[config.mk]
export PLATFORM = sky130hd
export DESIGN_NAME = bitx_unit
export DESIGN_NICKNAME = d
export VERILOG_FILES = /design/src/rtl/bitx_unit.sv
export SDC_FILE = /design/constraint.sdc
export NUM_CORES = 1
export LEC_CHECK = 0
export ABC_AREA = 1
export BUFFER_PORTS_ARGS = -buffer_cell sky130_fd_sc_hd__buf_4
export CAP_MARGIN = 20
export CORE_ASPECT_RATIO = 1.25
export CORE_MARGIN = 2
export CORE_UTILIZATION = 45
export CTS_CLUSTER_SIZE = 16
export DETAILED_ROUTE_END_ITERATION = 8
export SYNTH_ARGS = -nofsm -noshare
export SYNTH_HDL_FRONTEND = slang
export SYNTH_SLANG_ARGS = --single-unit
[constraint.sdc]
create_clock -name clk -period 5.2 [get_ports clk]
set_input_delay 0.78 -clock clk [delete_from_list [all_inputs] [get_ports clk]]
set_output_delay 0.78 -clock clk [all_outputs]
set_load 0.01 [all_outputs]
[src/rtl/bitx_unit.sv]
module bitx_unit #(
  parameter int XLEN = 32,
  parameter int NREG = 8,
  localparam int IW = $clog2(NREG)
) (
  input  logic            clk,
  input  logic            rst,
  input  logic            valid,
  input  logic [1:0]      op,
  input  logic [IW-1:0]   rd,
  input  logic [IW-1:0]   rn,
  input  logic [IW-1:0]   rm,
  input  logic [XLEN-1:0] imm,
  output logic [XLEN-1:0] wb_data,
  output logic            wb_en,
  output logic [3:0]      flags
);
  localparam logic [1:0] OP_SXH = 2'b00;
  localparam logic [1:0] OP_UXB = 2'b01;
  localparam logic [1:0] OP_TST = 2'b10;
  localparam logic [1:0] OP_LDI = 2'b11;

  logic [XLEN-1:0] rf [NREG];
  logic [XLEN-1:0] src_n, src_m, conj, res;
  logic [3:0]      flg;

  assign src_n = rf[rn];
  assign src_m = rf[rm];
  assign conj  = src_n & src_m;

  always_comb begin
    case (op)
      OP_SXH:  res = {{(XLEN-16){src_m[15]}}, src_m[15:0]};
      OP_UXB:  res = {{(XLEN-8){1'b0}}, src_m[7:0]};
      OP_LDI:  res = imm;
      default: res = '0;
    endcase
  end

  assign wb_en   = valid && (op != OP_TST);
  assign wb_data = wb_en ? res : '0;
  assign flags   = flg;

  always_ff @(posedge clk) begin
    if (rst) begin
      for (int i = 0; i < NREG; i++) rf[i] <= '0;
      flg <= '0;
    end else if (valid) begin
      if (wb_en) rf[rd] <= res;
      if (op == OP_TST) flg <= {conj[XLEN-1], ~|conj, flg[1:0]};
    end
  end
endmodule


==> impl_table.tex, run 1 <==
\begin{tabular}{lr}
\hline
Metric & Value \\
\hline
\multicolumn{2}{l}{\textbf{Drt}} \\
\quad Total DRC errors in the routed layout & 0 \\
\quad Wirelength per Cell & approximately 20 um \\
\quad Final wirelength & 50500 um \\
\quad Detailed-router iteration count before antenna repair & 5 \\
\quad Post-route ant nets & 0 \\
\quad Number of vias after detailed routing & around 14k \\
\quad Iteration-0 DRC Markers & approximately 1.5k \\
\quad Vias per inst & 5.50 \\
\multicolumn{2}{l}{\textbf{Synthesis}} \\
\quad Dominant cell type by area after synthesis & sky130\_fd\_sc\_hd\_\_edfxtp\_1 \\
\quad Synth area leaders & sky130\_fd\_sc\_hd\_\_edfxtp\_1, sky130\_fd\_sc\_hd\_\_nand2\_1, sky130\_fd\_sc\_hd\_\_nor2\_1, sky130\_fd\_sc\_hd\_\_nand3\_1, sky130\_fd\_sc\_hd\_\_inv\_1 \\
\quad Number of instances in the synthesized netlist & just over 2k \\
\quad Number of storage elements in the synthesis netlist & 258 \\
\quad Count of synthesis-stage warnings from yosys & 0 \\
\quad Top-area cell type share of the netlist area & 50.6\% \\
\quad Synth Cell Area & 15200 um2 \\
\quad Post-Synthesis Mean Instance Area & about 7.4 um2 \\
\quad Register area share after synthesis & 50.9\% \\
\quad Unique masters post-synth & 23 \\
\multicolumn{2}{l}{\textbf{Clock tree}} \\
\quad Hold buffers post-CTS & 0 \\
\quad H-tree levels & 1 \\
\quad Post-CTS Resized & 0 \\
\quad Clock latency on the worst-skew pair & 0.55 ns \\
\quad Clock input transition at the sequential cells of the worst setup and hold paths & 0.06 ns \\
\quad Cell at the root of the clock tree & sky130\_fd\_sc\_hd\_\_clkbuf\_16 \\
\quad Maximum number of buffers from clock root to sink & 3 \\
\quad Clock buffers created by TritonCTS & 27 \\
\quad TritonCTS sink count & 258 \\
\quad Clock tree from TritonCTS & yes \\
\quad Buffer count from post-CTS setup fixing & 0 \\
\multicolumn{2}{l}{\textbf{Setup path}} \\
\quad CP required & 4.42 ns \\
\quad Critical Path Start Type & primary input \\
\quad CP max FO & 46 \\
\quad Start-to-end type of the worst setup path & in2out \\
\quad Setup crit end kind & output pin \\
\quad Data arrival time of the critical path & 2.96 ns \\
\multicolumn{2}{l}{\textbf{Timing}} \\
\quad Setup repair after global routing missed its margin & false \\
\quad Slew Viols, Final & 0 \\
\quad Transition at the pin with the smallest max-transition slack & between 1 and 1.5 ns \\
\quad Period minus WS final & around 3.7 ns \\
\quad \# setup viols final & 0 \\
\quad Setup TNS after final layout & 0 ns \\
\quad Final hold violations & 0 \\
\quad Final hold slack & 0.425 ns \\
\quad Portion of the clock cycle consumed by the worst path in the final layout & a little under three quarters \\
\quad Slew Limit Headroom & 22.4\% \\
\quad Worst clock skew & 0.0110 ns \\
\quad Highest clock frequency the design can meet & 0.268 GHz \\
\multicolumn{2}{l}{\textbf{Floorplan}} \\
\quad Die Outline Area & 35300 um2 \\
\quad Die height & 209 um \\
\quad Num ports & between 80 and 90 \\
\quad Starting utilization of the core area & 45.5\% \\
\quad \# rows & between 70 and 80 \\
\quad Placeable core area & 33400 um2 \\
\quad Horizontal extent of the die & 168 um \\
\multicolumn{2}{l}{\textbf{Global routing}} \\
\quad Pin count of the biggest net entering global routing & 87 \\
\quad Number of antenna violations at the first check in global routing & 0 \\
\quad Via count of the first global-routing pass & between 10k and 15k \\
\quad Global routing usage summed across all routing layers & 28.6\% \\
\quad GR Overflow Total & 0 \\
\quad Wire length of the first global-routing pass & 76800 um \\
\multicolumn{2}{l}{\textbf{Layout}} \\
\quad Multi-input gate area in the final layout & 5970 um2 \\
\quad Number of non-filler instances in the completed layout & 2500 \\
\quad Filler Cell Count & 3299 \\
\quad Net count reported at finish & 2104 \\
\quad Number of diodes added for antenna fixing & 0 \\
\quad Storage cell area & 7730 um2 \\
\quad Share of final-layout standard cells stronger than drive strength 1 & 9.20\% \\
\quad Leading cell type in the layout, fill and taps excluded & sky130\_fd\_sc\_hd\_\_nand2\_1 \\
\quad P\&R area growth vs syn & 10.5\% \\
\quad Final core utilization & between 50\% and 60\% \\
\quad Commonest cells after routing, fill and taps aside & sky130\_fd\_sc\_hd\_\_nand2\_1, sky130\_fd\_sc\_hd\_\_nor2\_1, sky130\_fd\_sc\_hd\_\_edfxtp\_1 \\
\multicolumn{2}{l}{\textbf{Job}} \\
\quad Max-Cap Viols & 0 \\
\multicolumn{2}{l}{\textbf{Outcome}} \\
\quad Result of the run & finished, final reports clean \\
\multicolumn{2}{l}{\textbf{Min path}} \\
\quad HP Class & in2reg \\
\multicolumn{2}{l}{\textbf{Place}} \\
\quad Half-perimeter wire length after placement & 28300 um \\
\quad Number of port buffers & 80 \\
\quad RD Place Congestion & 0.828 \\
\quad Placed cells & 2452 \\
\multicolumn{2}{l}{\textbf{Power and ir drop}} \\
\quad Maximum ir drop on the vdd rail & 0.247 mV \\
\quad P per Cell Area & $\sim$300 nW/um2 \\
\quad Leak Pwr & between 7 and 8 nW \\
\hline
\end{tabular}
-- worst max-delay path, cell delays in order --
cell and delay, ns:
sky130_fd_sc_hd__buf_4 0.30, sky130_fd_sc_hd__inv_2 0.33, sky130_fd_sc_hd__buf_4 0.35, sky130_fd_sc_hd__o21ai_0 0.14, sky130_fd_sc_hd__o21ai_1 0.17, sky130_fd_sc_hd__nand2_1 0.06, sky130_fd_sc_hd__nand2_1 0.08, sky130_fd_sc_hd__a22o_1 0.14
sky130_fd_sc_hd__clkinv_1 0.23, sky130_fd_sc_hd__nor2_1 0.17, sky130_fd_sc_hd__buf_4 0.14
-- stage by stage --
stage | cell area (um2) | power, mW | worst slack (ns)
after global placement | 15900 | 3.15 | 1.55
after global routing | 16800 | 5.19 | 1.27
after CTS | 16800 | 5.02 | 1.49
final | 16800 | 5.02 | 1.46
after floorplan | 15200 | 2.92 | 2.35
after detailed placement | 16000 | 3.16 | 1.50
-- routing by layer --
metal	wire [um]	GRT usage, %
met1	20200	36.8
met2	24000	48.3
met3	4350	3.83
met4	1980	12.8
met5	0	0
-- logic make-up (layout without fill, tap and decap cells) --
logic type / after synthesis / in the layout / synth area share (%)
AND/OR/NAND/NOR: 1307 / 1307 / 34.1
buffers and inverters: 350 / 383 / 10.1
flip-flops: 258 / 258 / 50.9
AO/OA/AOI/OAI: 127 / 127 / 4.93
other: 1 / 2 / 0.0247
-- cell usage after synthesis, drive strengths merged --
master    n
nor2    372
nand3   214
dfxtp     2
inv     198
buf      79
edfxtp  256
a22o     15
a21oi    20
o21ai    71
o211ai   21
conb      1
clkinv   21
nand2   720
nor3      1
clkbuf   52
-- area by class of cell --
| type | count | share of cell area (%) |
|---|---|---|
| well taps | 423 | 3.15 |
| flip-flops and latches | 258 | 46.0 |
| repair buffers | 116 | 5.34 |
| clock buffers | 32 | 4.14 |
| clock inverters | 16 | 0.842 |
| inverters | 219 | 4.92 |
| multi-input cells | 1436 | 35.6 |
-- worst paths after layout --
kind             start  cells after the start  slack (ns)    endpoint
min reg2reg   flags[2]                      2        0.52    flags[2]
min                rst                      2        0.42    flags[2]
max              rm[1]                     11        1.46  wb_data[5]
max reg2reg  rf[5][15]                     10        3.33   rf[4][20]
-- registers in the layout, indices dropped and copies added, names as in the netlist --
signal / count
flags: 2
rf: 256
-- report_power, final --
group | switching, mW | leakage (nW) | internal [mW]
Clock | 0.834 | 0.405 | 1.05
Sequential | 0.0348 | 2.67 | 2.37
Combinational | 0.521 | 4.43 | 0.207
Total | 1.39 | 7.50 | 3.63
Note: power is estimated with default switching activity, not from simulation.
==> inputs of run 2 (changes only) <==
Clock period 5.2 ns to 3.9 ns, I/O delays scaled along.
==> run 2 against run 1 <==
First-iteration DRC count up 4.1%. Setup slack worse by 0.67 ns. Wire length about the same. Critical path depth stayed put. Via count increased by 0.76%. Sequential power is 33% higher. Count of clock-buffer cells in the layout down 3. Highest routed layer unchanged. Cell count is 0.80% higher. Global-route usage about the same. Design area grew 2.1%. Register-to-register slack lost 1.4 ns. Total power grew 43%.
==> impl_table.tex, run 2 (synthesized netlist as in run 1, its figures left out) <==
\begin{tabular}{lr}
\hline
Metric & Value \\
\hline
\multicolumn{2}{l}{\textbf{Min path}} \\
\quad Hold path depth & 2 (unchanged) \\
\quad HP Class & in2reg (unchanged) \\
\multicolumn{2}{l}{\textbf{Global routing}} \\
\quad Wire length of the first global-routing pass & 76300 um (was 76800 um) \\
\quad Pin count of the biggest net entering global routing & 106 (was 87) \\
\quad Via count of the first global-routing pass & 13.3k (about the same) \\
\quad Number of antenna violations at the first check in global routing & 0 (unchanged) \\
\quad GR Overflow Total & 0 (unchanged) \\
\quad Global routing usage summed across all routing layers & 28.6\% (about the same) \\
\multicolumn{2}{l}{\textbf{Clock tree}} \\
\quad Buffer count from post-CTS setup fixing & 0 (unchanged) \\
\quad H-tree levels & 1 (unchanged) \\
\quad Hold buffers post-CTS & 0 (unchanged) \\
\quad Cell at the root of the clock tree & sky130\_fd\_sc\_hd\_\_clkbuf\_16 (unchanged) \\
\quad Clock latency on the worst-skew pair & 0.57 ns (was 0.55 ns) \\
\quad Clock buffers created by TritonCTS & 29 (was 27) \\
\quad Post-CTS Resized & 0 (unchanged) \\
\quad Clock input transition at the sequential cells of the worst setup and hold paths & 0.06 ns (about the same) \\
\quad Maximum number of buffers from clock root to sink & 3 (unchanged) \\
\quad TritonCTS sink count & 258 (unchanged) \\
\quad Clock tree from TritonCTS & yes (unchanged) \\
\multicolumn{2}{l}{\textbf{Layout}} \\
\quad Final core utilization & 51.3\% (was 50.3\%) \\
\quad Leading cell type in the layout, fill and taps excluded & sky130\_fd\_sc\_hd\_\_nand2\_1 (unchanged) \\
\quad Net count reported at finish & 2121 (was 2104) \\
\quad Flip-flop count of the largest register, all copies and words added & 256 (unchanged) \\
\quad Top register by number of flip-flops & rf (unchanged) \\
\quad Share of final-layout standard cells stronger than drive strength 1 & 10.2\% (was 9.20\%) \\
\quad Commonest cells after routing, fill and taps aside & sky130\_fd\_sc\_hd\_\_nand2\_1, sky130\_fd\_sc\_hd\_\_nor2\_1, sky130\_fd\_sc\_hd\_\_edfxtp\_1 (unchanged) \\
\quad P\&R area growth vs syn & 12.8\% (was 10.5\%) \\
\quad Design Area, Final & 17100 um2 (was 16800 um2) \\
\quad Number of diodes added for antenna fixing & 0 (unchanged) \\
\multicolumn{2}{l}{\textbf{Drt}} \\
\quad Highest metal layer with signal wires & met4 (unchanged) \\
\quad Total length of routed met3 wires & 4650 um (was 4350 um) \\
\quad Iteration-0 DRC Markers & 1557 (was 1496) \\
\quad Total DRC errors in the routed layout & 0 (unchanged) \\
\quad Detailed-router iteration count before antenna repair & 7 (was 5) \\
\quad Wl on met1 & 19500 um (was 20200 um) \\
\quad Final wirelength & 50500 um (about the same) \\
\quad Number of vias after detailed routing & 13.9k (was 13.8k) \\
\quad Vias per inst & 5.50 (about the same) \\
\quad Post-route ant nets & 0 (unchanged) \\
\quad Wirelength per Cell & 20.0 um (was 20.2 um) \\
\quad Amount of wire on met2 after detailed routing & 24100 um (was 24000 um) \\
\multicolumn{2}{l}{\textbf{Power and ir drop}} \\
\quad P per Cell Area & 418 nW/um2 (was 299 nW/um2) \\
\quad Overall power after layout & 7.16 mW (was 5.02 mW) \\
\quad Leak Pwr & 7.68 nW (was 7.50 nW) \\
\quad Maximum ir drop on the vdd rail & 0.220 mV (was 0.247 mV) \\
\multicolumn{2}{l}{\textbf{Setup path}} \\
\quad Setup crit end kind & output pin (unchanged) \\
\quad CP bufs+invs & 4 (was 5) \\
\quad Start-to-end type of the worst setup path & in2out (unchanged) \\
\quad Cell-by-cell listing of the critical path & buf\_4 -> inv\_2 -> nand3\_1 -> nand2\_1 -> nand2\_1 -> nand2\_1 -> nand2\_2 -> nand2\_1 -> clkinv\_1 -> nor2\_1 -> buf\_4 (was buf\_4 -> inv\_2 -> buf\_4 -> o21ai\_0 -> o21ai\_1 -> nand2\_1 -> nand2\_1 -> a22o\_1 -> clkinv\_1 -> nor2\_1 -> buf\_4) \\
\quad FF-to-FF path depth & 13 (was 10) \\
\quad Standard cell with the maximum stage delay on the critical path & sky130\_fd\_sc\_hd\_\_inv\_2 (was sky130\_fd\_sc\_hd\_\_buf\_4) \\
\quad Data arrival time of the critical path & 2.52 ns (was 2.96 ns) \\
\quad Critical Path Start Type & primary input (unchanged) \\
\quad CP peak stage delay & 0.35 ns (about the same) \\
\quad Cell family contributing the most delay on the critical path & simple AND/OR/NAND/NOR gates (was buffers and inverters) \\
\quad CP required & 3.31 ns (was 4.42 ns) \\
\quad CP most frequent cell & sky130\_fd\_sc\_hd\_\_nand2\_1 (was sky130\_fd\_sc\_hd\_\_buf\_4) \\
\quad Crit. path cell count & 11 (unchanged) \\
\quad Slack of the worst reg-to-reg path & 1.98 ns (was 3.33 ns) \\
\quad CP max FO & 17 (was 46) \\
\multicolumn{2}{l}{\textbf{Timing}} \\
\quad Slew Limit Headroom & 49.4\% (was 22.4\%) \\
\quad Highest clock frequency the design can meet & 0.322 GHz \\
\quad Final hold violations & 0 (unchanged) \\
\quad Period minus WS final & 3.11 ns \\
\quad Slew Viols, Final & 0 (unchanged) \\
\quad Setup TNS after final layout & 0 ns (unchanged) \\
\quad Transition at the pin with the smallest max-transition slack & 0.756 ns (was 1.16 ns) \\
\quad Portion of the clock cycle consumed by the worst path in the final layout & between 70 and 80\% \\
\quad Worst clock skew & 0.0114 ns (was 0.0110 ns) \\
\quad \# setup viols final & 0 (unchanged) \\
\quad Setup repair after global routing missed its margin & false (unchanged) \\
\multicolumn{2}{l}{\textbf{Floorplan}} \\
\quad Num ports & 83 (unchanged) \\
\quad Die height & 209 um (unchanged) \\
\quad Die Outline Area & 35300 um2 (unchanged) \\
\quad Placeable core area & 33400 um2 (unchanged) \\
\quad Horizontal extent of the die & 168 um (unchanged) \\
\quad \# rows & 75 (unchanged) \\
\quad Starting utilization of the core area & 45.5\% (unchanged) \\
\multicolumn{2}{l}{\textbf{Place}} \\
\quad RD Place Congestion & 0.841 (was 0.828) \\
\quad Half-perimeter wire length after placement & 29100 um (was 28300 um) \\
\quad Number of port buffers & 80 (unchanged) \\
\quad Placed Instance Area & 16100 um2 (was 16000 um2) \\
\multicolumn{2}{l}{\textbf{Job}} \\
\quad Max-Cap Viols & 0 (unchanged) \\
\multicolumn{2}{l}{\textbf{Outcome}} \\
\quad Result of the run & finished, final reports clean (unchanged) \\
\hline
\end{tabular}
-- run 2: cell types whose count changed in the layout (fill, tap and decap cells not counted), sizes merged --
cell and delta:
buf +15, bufinv +4, clkbuf -3, clkinv +3, inv +1
-- run 2: final timing paths --
| check | start | end |
|---|---|---|
| worst max-delay path | rm[1] | wb_data[17] |
| worst min-delay path | rst | flags[2] |
| worst max register to register | rf[3][5] | flags[2] |
| worst min register to register | flags[2] | flags[2] |
-- run 2: per-layer routing --
metal	vias to the layer above	track usage, %
met3	173	4.60
met4	0	13.1
met2	701	48.7
met1	6462	35.8
met5	-	0
li1	6530	-
-- run 2: metrics by stage --
stage,std cells,setup WS (ns),hold WS (ns)
5_1_grt,2520,0.613,0.192
4_1_cts,2520,0.770,0.160
3_3_place_gp,2467,0.793,0.450
3_5_place_dp,2467,0.778,0.455
6_report,2520,0.793,0.182
2_1_floorplan,2044,1.24,0.482
-- run 2: where the power goes --
group	internal, mW	switching [mW]	total (mW)	leakage (nW)
sequential	3.16	0.0429	3.20	2.67
combinational	0.291	0.703	0.993	4.52
clock	1.77	1.21	2.97	0.494
total	5.21	1.95	7.16	7.68
-- run 2: area by class of cell --
class	instances	area, um2
Clock buffer	29	726
Clock inverter	24	300
Fill cell	3212	16300
Inverter	219	826
Multi-Input combinational cell	1436	5970
Sequential cell	258	7730
Tap cell	423	529
Timing Repair Buffer	131	1060
